`config.mk`:
```
export PLATFORM = sky130hd
export DESIGN_NAME = life_cell_eval
export DESIGN_NICKNAME = d
export VERILOG_FILES = /design/src/rtl/life_pkg.sv /design/src/rtl/pair_adder.sv /design/src/rtl/pop_tree.sv /design/src/rtl/life_rule.sv /design/src/rtl/life_cell_eval.sv
export SDC_FILE = /design/constraint.sdc
export NUM_CORES = 1
export LEC_CHECK = 0
export BUFFER_PORTS_ARGS = -buffer_cell sky130_fd_sc_hd__buf_2
export CAP_MARGIN = 20
export CORE_MARGIN = 2
export CORE_UTILIZATION = 25
export DETAILED_ROUTE_END_ITERATION = 8
export HOLD_SLACK_MARGIN = 0.12
export SLEW_MARGIN = 20
export SYNTH_ARGS = -nofsm -noshare
export SYNTH_HDL_FRONTEND = slang
export SYNTH_SLANG_ARGS = --single-unit
```
`constraint.sdc`:
```
create_clock -name clk -period 0.8 [get_ports clk]
set_input_delay 0.16 -clock clk [delete_from_list [all_inputs] [get_ports clk]]
set_output_delay 0.16 -clock clk [all_outputs]
set_load 0.02 [all_outputs]
```
`src/rtl/life_pkg.sv`:
```
`timescale 1ns/1ps
package life_pkg;
    localparam int NBR_N = 8;
    localparam int CNT_W = $clog2(NBR_N) + 1;

    typedef struct packed {
        logic [CNT_W-1:0] cnt;
        logic             eq2;
        logic             eq3;
        logic             nxt;
    } cell_res_t;
endpackage

```
`src/rtl/pair_adder.sv`:
```
`timescale 1ns/1ps
module pair_adder #(
    parameter int W = 1
) (
    input  logic [W-1:0] a,
    input  logic [W-1:0] b,
    output logic [W:0]   s
);
    assign s = {1'b0, a} + {1'b0, b};
endmodule

```
`src/rtl/pop_tree.sv`:
```
`timescale 1ns/1ps
module pop_tree #(
    parameter int N = 8
) (
    input  logic [N-1:0]         in_bits,
    output logic [$clog2(N):0]   total
);
    localparam int LVLS = $clog2(N);

    for (genvar l = 0; l <= LVLS; l++) begin : g_lvl
        localparam int NODES = N >> l;
        logic [NODES-1:0][l:0] sums;
        if (l == 0) begin : g_leaf
            for (genvar i = 0; i < NODES; i++) begin : g_in
                assign sums[i] = in_bits[i];
            end
        end else begin : g_add
            for (genvar i = 0; i < NODES; i++) begin : g_node
                pair_adder #(.W(l)) u_add (
                    .a (g_lvl[l-1].sums[2*i]),
                    .b (g_lvl[l-1].sums[2*i+1]),
                    .s (sums[i])
                );
            end
        end
    end

    assign total = g_lvl[LVLS].sums[0];
endmodule

```
`src/rtl/life_rule.sv`:
```
`timescale 1ns/1ps
module life_rule #(
    parameter int CW = 4
) (
    input  logic [CW-1:0] cnt,
    input  logic          centre,
    output logic          eq2,
    output logic          eq3,
    output logic          nxt
);
    assign eq2 = (cnt == CW'(2));
    assign eq3 = (cnt == CW'(3));
    assign nxt = eq3 | (eq2 & centre);
endmodule

```
`src/rtl/life_cell_eval.sv`:
```
`timescale 1ns/1ps
module life_cell_eval #(
    parameter bit OUT_REG = 1'b1
) (
    input  logic                        clk,
    input  logic                        rst_n,
    input  logic [life_pkg::NBR_N-1:0]  nbr,
    input  logic                        centre,
    output logic [life_pkg::CNT_W-1:0]  live_cnt,
    output logic                        is_two,
    output logic                        is_three,
    output logic                        alive_next
);
    import life_pkg::*;

    logic [CNT_W-1:0] tree_cnt;
    logic             f2, f3, fn;
    cell_res_t        res_d, res_q;

    pop_tree #(.N(NBR_N)) u_tree (
        .in_bits (nbr),
        .total   (tree_cnt)
    );

    life_rule #(.CW(CNT_W)) u_rule (
        .cnt    (tree_cnt),
        .centre (centre),
        .eq2    (f2),
        .eq3    (f3),
        .nxt    (fn)
    );

    always_comb begin
        res_d     = '0;
        res_d.cnt = tree_cnt;
        res_d.eq2 = f2;
        res_d.eq3 = f3;
        res_d.nxt = fn;
    end

    if (OUT_REG) begin : g_reg
        always_ff @(posedge clk or negedge rst_n) begin
            if (!rst_n) res_q <= '0;
            else        res_q <= res_d;
        end
    end else begin : g_comb
        assign res_q = res_d;
    end

    assign live_cnt   = res_q.cnt;
    assign is_two     = res_q.eq2;
    assign is_three   = res_q.eq3;
    assign alive_next = res_q.nxt;
endmodule

```
After elaboration in Yosys (flattened, before gate mapping)
Index checks and enable logic that the tools add are counted.
Widths: inputs -> output; s select.
{"block": "totals", "ff_bits": 7, "output_inout_bits": 7, "word_cells": 15}
{"block": "op_classes", "addsub": 7, "eq_ne": 2, "n_bitwise": 2}
{"op": "$add 1x1->2", "count": 4}
{"op": "$eq 4x2->1 const B", "count": 2}
{"op": "$add 2x2->3", "count": 2}
{"op": "$add 3x3->4", "count": 1}
{"op": "$and 1x1->1", "count": 1}
{"op": "$or 1x1->1", "count": 1}

Longest topological paths before layout
Gate-level depths: netlist (run 1).
{"block": "depth", "word_depth": 6, "depth_mapped": 10}

Modules after synthesis
From an unflattened synthesis (run 1), not the netlist that was laid out.
{"block": "hier_totals", "cells_unflattened": 41, "area_unflattened_um2": 456.7}
{"mod": "life_cell_eval", "n_inst": 1, "cells_per_inst": 7, "area_per_inst_um2": 175.2, "seq_area_each_um2": 175.2}
{"mod": "pair_adder at u_tree.g_lvl[2].g_add.g_node[0].u_add ...", "n_inst": 2, "cells_per_inst": 7, "area_per_inst_um2": 51.3, "seq_area_each_um2": 0.0}
{"mod": "pair_adder at u_tree.g_lvl[3].g_add.g_node[0].u_add", "n_inst": 1, "cells_per_inst": 12, "area_per_inst_um2": 95.1, "seq_area_each_um2": 0.0}
{"mod": "pair_adder at u_tree.g_lvl[1].g_add.g_node[0].u_add ...", "n_inst": 4, "cells_per_inst": 1, "area_per_inst_um2": 12.5, "seq_area_each_um2": 0.0}
{"mod": "life_rule", "n_inst": 1, "cells_per_inst": 4, "area_per_inst_um2": 33.8, "seq_area_each_um2": 0.0}

Worst setup path before layout (run 1)
OpenSTA, ideal clock, no wires.
{"block": "synth_timing", "path_kind": "input port to flip-flop", "startpoint": "input port nbr[0] (netlist bit)", "endpoint": "register res_q, in the netlist alive_next", "setup_ns": 0.123, "t_arrival_ns": 2.701, "required_time_ns": 0.677, "slack_ns": -2.024, "path_stages": 10, "n_path_buf": 0, "path_cell_list": "fa_1 -> inv_1 -> fa_1 -> fa_1 -> inv_1 -> ha_1 -> fa_1 -> and2_1 -> a21oi_2 -> nor2_1"}
{"block": "synth_via", "elab_chain_len": 6, "elab_cells_between_ends": 7, "classes_between": "3 x add/sub; 2 x eq/ne; 2 x bitwise"}
{"item": "start, declared", "line_no": "life_cell_eval.sv:7", "rtl": "input logic [life_pkg::NBR_N-1:0] nbr,"}
{"item": "$add 1x1->2 (*)", "line_no": "pair_adder.sv:9", "rtl": "assign s = {1'b0, a} + {1'b0, b};"}
{"item": "$add 2x2->3 (*)", "line_no": "pair_adder.sv:9"}
{"item": "$add 3x3->4 (*)", "line_no": "pair_adder.sv:9"}
{"item": "$eq 4x2->1", "line_no": "life_rule.sv:11", "rtl": "assign eq2 = (cnt == CW'(2));"}
{"item": "$and 1x1->1", "line_no": "life_rule.sv:13", "rtl": "assign nxt = eq3 | (eq2 & centre);"}
{"item": "$or 1x1->1 (*)", "line_no": "life_rule.sv:13"}
{"item": "named net fn", "line_no": "life_cell_eval.sv:17", "rtl": "logic f2, f3, fn;"}
{"item": "end signal, assigned", "line_no": "life_cell_eval.sv:44", "rtl": "else res_q <= res_d;"}
{"item": "end, declared", "line_no": "life_cell_eval.sv:18", "rtl": "cell_res_t res_d, res_q;"}
The timed path passes the listed nets; every way through them passes the cells marked *.

Worst setup path in the final report (run 1)
{"block": "layout_timing", "startpoint": "input port nbr[0] (netlist bit)", "endpoint": "register res_q, in the netlist live_cnt[2]"}
{"block": "layout_via", "elab_chain_len": 3}
{"item": "$add 1x1->2", "line_no": "pair_adder.sv:9"}
{"item": "$add 2x2->3", "line_no": "pair_adder.sv:9"}
{"item": "$add 3x3->4", "line_no": "pair_adder.sv:9"}
{"item": "named net tree_cnt[2]", "line_no": "life_cell_eval.sv:16", "rtl": "logic [CNT_W-1:0] tree_cnt;"}
The timed path passes the listed nets, and every way through them passes these cells.

==> out/metrics.csv, run 1 <==
stage,metric,value,unit
run_status,status,"finished, violations left",
run_status,violations,negative setup slack,
floorplanning,fp.coreArea,1506,sq um
synthesis,syn-mean-instance-area,12.17,sq um
sta,relSlewSlack,0.9002,
cells_and_area,diodes,0,
power,swShare,0.3575,
clock_tree,clk_pin_slew_worst_paths,0.05,ns
synthesis,ys_ff_latch,7,
global_route,grt.busiest_layer,met2,
power,vdd_drop_max,0.0008280,V
place,io_buffers,17,
setup_path,crit_type,primary input to flop,
sta,fmax,382.5,MHz
sta,period_needed,2.614,ns
global_route,grt_overflow,0,
floorplanning,row_count,14,
synthesis,ys_seq_area_frac,0.4361,
global_route,grt_max_degree,8,
floorplanning,fp.dieArea,1943,sq um
route,avgViaCountPerCell,4.093,
setup_path,crit_required,0.93,ns
synthesis,netlist.area_leader.share,0.4361,
global_route,grt_use_total,0.08625,
synthesis,netlist_instances,33,
synthesis,synth_compound_area_frac,0.07477,
sta,rsz0062_at_grt,true,
global_route,gr-usage-met2,0.1765,
sta,setup_violations,14,
floorplanning,die_y,44.08,um
cells_and_area,nets,78,
route,ant_nets,0,
place,placed_area,546.8,sq um
clock_tree,cts_tree,done,
global_route,use_met3,0.01633,
setup_path,start_kind,primary input,
sta,period_share,3.268,
synthesis,ys.warnings.count,0,
floorplanning,die_w,44.08,um
route,drt-initial-drc-count,2,
synthesis,synthesis.area,401.6,sq um
global_route,grt_pass1_vias,298,
cells_and_area,drive_gt1_frac,0.5593,
floorplanning,start_util,0.2666,
sta,final_hold_viol_count,0,
power,combPwrFrac,0.555,
route,routedWlPerCell,9.853,um
synthesis,synth_cell_types,13,
clock_tree,clock_path_buffers,2,
synthesis,synth_top_family_by_area,adder cells,
clock_tree,clock_sinks,7,
sta,drv_slew,0,
floorplanning,io_pins,18,
cells_and_area,final_area,654.4,sq um
place,dp_slack,-2.135,ns
power,p_per_area,2927,nW/um^2
global_route,antenna_found_initial,0,
route,drc_errors,0,
clock_tree,cts-root-buf,clkbuf_4,
min_path,worstHoldPathCells,3,
power,p_switching,684.8,uW
power,p_leak,0.3376,nW
sta,worst_pin_slew,0.1493,ns
flow_run,drv_cap,0,
clock_tree,cts_buffers,3,
power,seqPwrFrac,0.280,
global_route,grt_util_met1,0.06477,
power,p_clk_frac,0.164,
cells_and_area,areaGrowthSynthToFinish,62.93,%
setup_path,crit_path_max_fanout,3,
setup_path,cp-end-kind,flop,
global_route,grt_pass1_wl,1138,um
synthesis,synthTopCellsByArea,"dfrtp_1 (44%), fa_1 (20%), ha_1 (9.3%)",
route,vias,307,
cells_and_area,post-route-util,0.4344,
sta,final.setup.worst_slack,-1.814,ns
synthesis,synth_xor_area_frac,0.02181,
synthesis,synth.largest_area_cell,dfrtp_1,
min_path,hold_class,primary input to flop,
clock_tree,h-tree-depth,1,
power,intPower,1.231,mW
synthesis,synthAdderAreaFrac,0.2928,
route,drt_first_pass_iters,2,
synthesis,muxShareOfSynthArea,0,
setup_path,arrival,2.75,ns
synthesis,synth-simple-area-share,0.09969,
place,place.gp.congestion,0.6959,
route,wl,739,um
synthesis,synth_fp_nets,51,
[cells by family (layout without fill, tap and decap cells)]
group,count (synthesis),in the layout
buffers and inverters,8,34
AOI/OAI and AO/OA,3,3
DFF,7,7
adders and majority gates,7,7
xor gates and xnor gates,1,1
and+or+nand+nor,7,7
[metrics by stage]
| stage | setup TNS, ns | hold WS, ns | power, mW | cells |
|---|---|---|---|---|
| final | -12.09 | 0.1706 | 1.916 | 75 |
| after global routing | -12.67 | 0.2032 | 2.044 | 75 |
| after CTS | -12.04 | 0.1721 | 1.875 | 73 |
| after detailed placement | -13.25 | -0.007153 | 1.360 | 68 |
| after global placement | -12.94 | -0.009363 | 1.344 | 68 |
| after floorplan | -11.72 | -0.1356 | 1.102 | 33 |
[worst max-delay path: stages]
cell,delay [ns]
buf_6,0.09
fa_1,0.52
inv_1,0.05
fa_1,0.46
fa_1,0.52
inv_2,0.05
ha_4,0.16
fa_2,0.37
buf_4,0.15
buf_6,0.10
xor2_1,0.14
[worst paths after layout]
path | start | endpoint | slack [ns]
min in group asynchronous | rst_n | is_three$_DFF_PN0_ | 0.27
worst min-delay path | centre | alive_next$_DFF_PN0_ | 0.17
max in group asynchronous | rst_n | live_cnt[2]$_DFF_PN0_ | 0.38
worst max-delay path | nbr[0] | live_cnt[2]$_DFF_PN0_ | -1.81
[state kept, by name, summed over array words and instances (netlist names)]
register    count
is_two          1
live_cnt        4
alive_next      1
is_three        1
[area by class of cell]
type | count | area [sq um]
inverters | 8 | 30.03
fillers | 146 | 852.1
repair buffers | 22 | 178.9
well taps | 16 | 20.02
clock buffers | 4 | 26.28
multi-input cells | 18 | 224.0
flip-flops and latches | 7 | 175.2
[layout by cell type (no fill, tap or decap)]
master,n
a21oi_4,2
and2_4,1
buf_2,9
buf_4,3
buf_6,9
clkbuf_1,1
clkbuf_4,3
dfrtp_1,7
dlygate4sd3_1,1
fa_1,3
fa_2,1
ha_1,2
ha_4,1
inv_1,6
inv_2,2
nand2_1,1
nor2_1,2
nor2_2,1
nor2b_1,1
nor3b_2,1
o21ai_0,1
xor2_1,1
[Yosys cell counts, drive strengths merged]
| cell type | n |
|---|---|
| a21oi | 2 |
| and2 | 1 |
| dfrtp | 7 |
| fa | 4 |
| ha | 3 |
| inv | 8 |
| nand2 | 1 |
| nor2 | 3 |
| nor2b | 1 |
| nor3b | 1 |
| o21ai | 1 |
| xor2 | 1 |
[power by group through the flow]
stage	clock [mW]	sequential, mW	combinational, mW
after floorplan	0	0.685	0.417
after global placement	0	0.507	0.837
after detailed placement	0	0.509	0.851
after CTS	0.318	0.536	1.02
after global routing	0.342	0.543	1.16
final	0.315	0.537	1.06
[layer usage]
layer  share of wire  routed length (um)  vias to the layer above
met5               0                   0                        -
met4           0.019                  14                        0
met3           0.070                  52                        2
met2            0.60                 445                       16
met1            0.31                 226                      140
li1                -                   -                      149
[repair_timing]
action / CTS / global route
pin swaps: 2 / 2
buffers inserted: 0 / 2
endpoints found under the setup margin: 14 / 14
gates resized for setup: 17 / 1
endpoints found under the hold margin: 7 / 0
hold buffers: 1 / 0
No activity file was read; power rests on OpenSTA's default activity.
==> run 2, diff against run 1 <==
- CORE_ASPECT_RATIO: not set -> 0.9
- RECOVER_POWER: not set -> 50
==> run 2 against run 1 <==
Effect of this change: the run still ends with negative setup slack left; sequential share of layout area unchanged; utilization increased by 0.77 points; flip-flop and latch count unchanged; non-clock buffer count decreased by 1; combinational power about the same; power decreased by 2.4%; sequential power about the same; critical path depth unchanged; maximum frequency increased by 0.42%; cell count increased by 6.7%; critical path type unchanged; critical endpoint is now is_three$_DFF_PN0_; highest routed layer is now met3.
==> out/metrics.csv, run 2 (synthesis results as in run 1) <==
stage,metric,value,unit,change
route,avgViaCountPerCell,3.550,,-13%
cells_and_area,largest_register_ffs,4,,unchanged
floorplanning,row_count,13,,-1
clock_tree,clock_sinks,7,,unchanged
sta,rsz0062_at_grt,true,,
power,p_leak,0.3314,nW,-1.8%
power,swShare,0.3556,,-0.001918
global_route,grt_overflow,0,,unchanged
sta,drv_slew,0,,unchanged
cells_and_area,areaGrowthSynthToFinish,62.93,%,unchanged
route,drt_first_pass_iters,4,,+2
clock_tree,cts_buffers,3,,unchanged
place,place.gp.congestion,0.7567,,+8.7%
cells_and_area,drive_gt1_frac,0.5172,,-0.04208
floorplanning,die_w,46.25,um,+4.9%
power,combPwrFrac,0.549,,-0.006
setup_path,start_kind,primary input,,
setup_path,arrival,2.73,ns,-0.02 ns
floorplanning,io_pins,18,,unchanged
floorplanning,fp.coreArea,1480,sq um,-1.7%
setup_path,crit_path_max_fanout,3,,unchanged
setup_path,crit_required,0.93,ns,about the same
route,drt-initial-drc-count,3,,+1
global_route,grt_use_total,0.08554,,-0.0007079
global_route,antenna_found_initial,0,,unchanged
min_path,hold_class,primary input to flop,,
flow_run,drv_cap,0,,unchanged
run_status,status,"finished, violations left",,
route,routedWlPerCell,8.063,um,-18%
global_route,grt_max_degree,8,,unchanged
place,io_buffers,17,,unchanged
power,vdd_drop_max,0.0008575,V,+3.6%
setup_path,cp-end-kind,flop,,
sta,fmax,384.2,MHz,+0.42%
power,p_switching,664.8,uW,-2.9%
cells_and_area,diodes,0,,unchanged
route,vias,284,,-7.5%
sta,period_needed,2.603,ns,-0.01105 ns
clock_tree,cts_tree,done,,
power,seqPwrFrac,0.287,,+0.007
sta,period_share,3.254,,-0.01381
sta,whs,0.1920,ns,+0.02145 ns
sta,final_hold_viol_count,0,,unchanged
floorplanning,start_util,0.2713,,+0.004733
floorplanning,die_y,42.03,um,-4.7%
clock_tree,h-tree-depth,1,,unchanged
cells_and_area,final_cell_mix,"buf_2 (8), buf_6 (8), inv_1 (7), dfrtp_1 (7)",,
route,drc_errors,0,,unchanged
route,ant_nets,0,,unchanged
cells_and_area,nets,77,,-1.3%
route,wl,645,um,-13%
power,p_clk_frac,0.164,,about the same
power,p_per_area,2857,nW/um^2,-2.4%
power,intPower,1.205,mW,-2.1%
place,dp.final_hpwl,564.6,um,
cells_and_area,post-route-util,0.4421,,+0.007711
clock_tree,clock_path_buffers,2,,unchanged
sta,worst_pin_slew,0.3439,ns,+0.1946 ns
sta,relSlewSlack,0.7707,,-0.1295
run_status,violations,negative setup slack,,
clock_tree,cts-root-buf,clkbuf_4,,
global_route,grt_pass1_vias,282,,-5.4%
setup_path,crit_type,primary input to flop,,
global_route,grt_pass1_wl,1166,um,+2.5%
sta,setup_violations,14,,unchanged
clock_tree,clk_pin_slew_worst_paths,0.05,ns,about the same
sta,final.setup.worst_slack,-1.803,ns,+0.01105 ns
floorplanning,fp.dieArea,1944,sq um,about the same
-- run 2: power groups by stage --
stage	Clock, mW	Sequential [mW]	Combinational, mW
after CTS	0.322	0.539	1.02
after floorplan	0	0.685	0.417
after global routing	0.357	0.548	1.13
after global placement	0	0.505	0.825
after detailed placement	0	0.512	0.853
final	0.307	0.536	1.03
-- run 2: area by class of cell --
class / instances / area (sq um)
Clock buffer: 4 / 26.28
Fill cell: 134 / 825.8
Multi-Input combinational cell: 18 / 229.0
Tap cell: 22 / 27.53
Timing Repair Buffer: 21 / 166.4
Inverter: 8 / 30.03
Sequential cell: 7 / 175.2
-- run 2: path summary, 6_finish.rpt --
path / from / cells past startpoint / slack (ns) / to
worst max-delay path: nbr[0] / 11 / -1.80 / is_three$_DFF_PN0_
worst min-delay path: centre / 3 / 0.19 / alive_next$_DFF_PN0_
max in group asynchronous: rst_n / 2 / 0.22 / live_cnt[2]$_DFF_PN0_
min in group asynchronous: rst_n / 2 / 0.33 / live_cnt[0]$_DFF_PN0_
-- run 2: routing by layer --
metal / wire length, um / track usage / vias to the layer above
met5: 0 / 0 / -
met4: 0 / 0.03429 / 0
met3: 45 / 0.03879 / 0
met2: 311 / 0.1167 / 12
met1: 287 / 0.1156 / 125
li1: - / - / 147
-- run 2: stage by stage --
stage / TNS (ns) / cell area (sq um) / cells / worst slack [ns] / power (mW)
floorplan: -11.72 / 426.7 / 33 / -1.895 / 1.102
global placement: -12.98 / 554.3 / 74 / -2.064 / 1.331
detailed placement: -13.15 / 554.3 / 74 / -2.104 / 1.365
CTS: -11.94 / 643.1 / 79 / -1.808 / 1.878
global route: -12.49 / 654.4 / 80 / -1.864 / 2.032
finish: -11.87 / 654.4 / 80 / -1.803 / 1.870
-- run 2: critical path, cell delays in order --
cell     delay, ns
buf_6         0.09
fa_1          0.52
inv_1         0.05
fa_1          0.45
fa_1          0.51
inv_2         0.05
ha_4          0.16
fa_2          0.37
and2_4        0.16
a21oi_4       0.15
nor2_1        0.07
-- run 2: repair_timing --
item / CTS / global route
hold buffers: 1 / 0
hold endpoints to repair: 7 / 0
gates resized for setup: 16 / 1
pin swaps: 2 / 0
buffers inserted: 0 / 1
endpoints found under the setup margin: 14 / 14
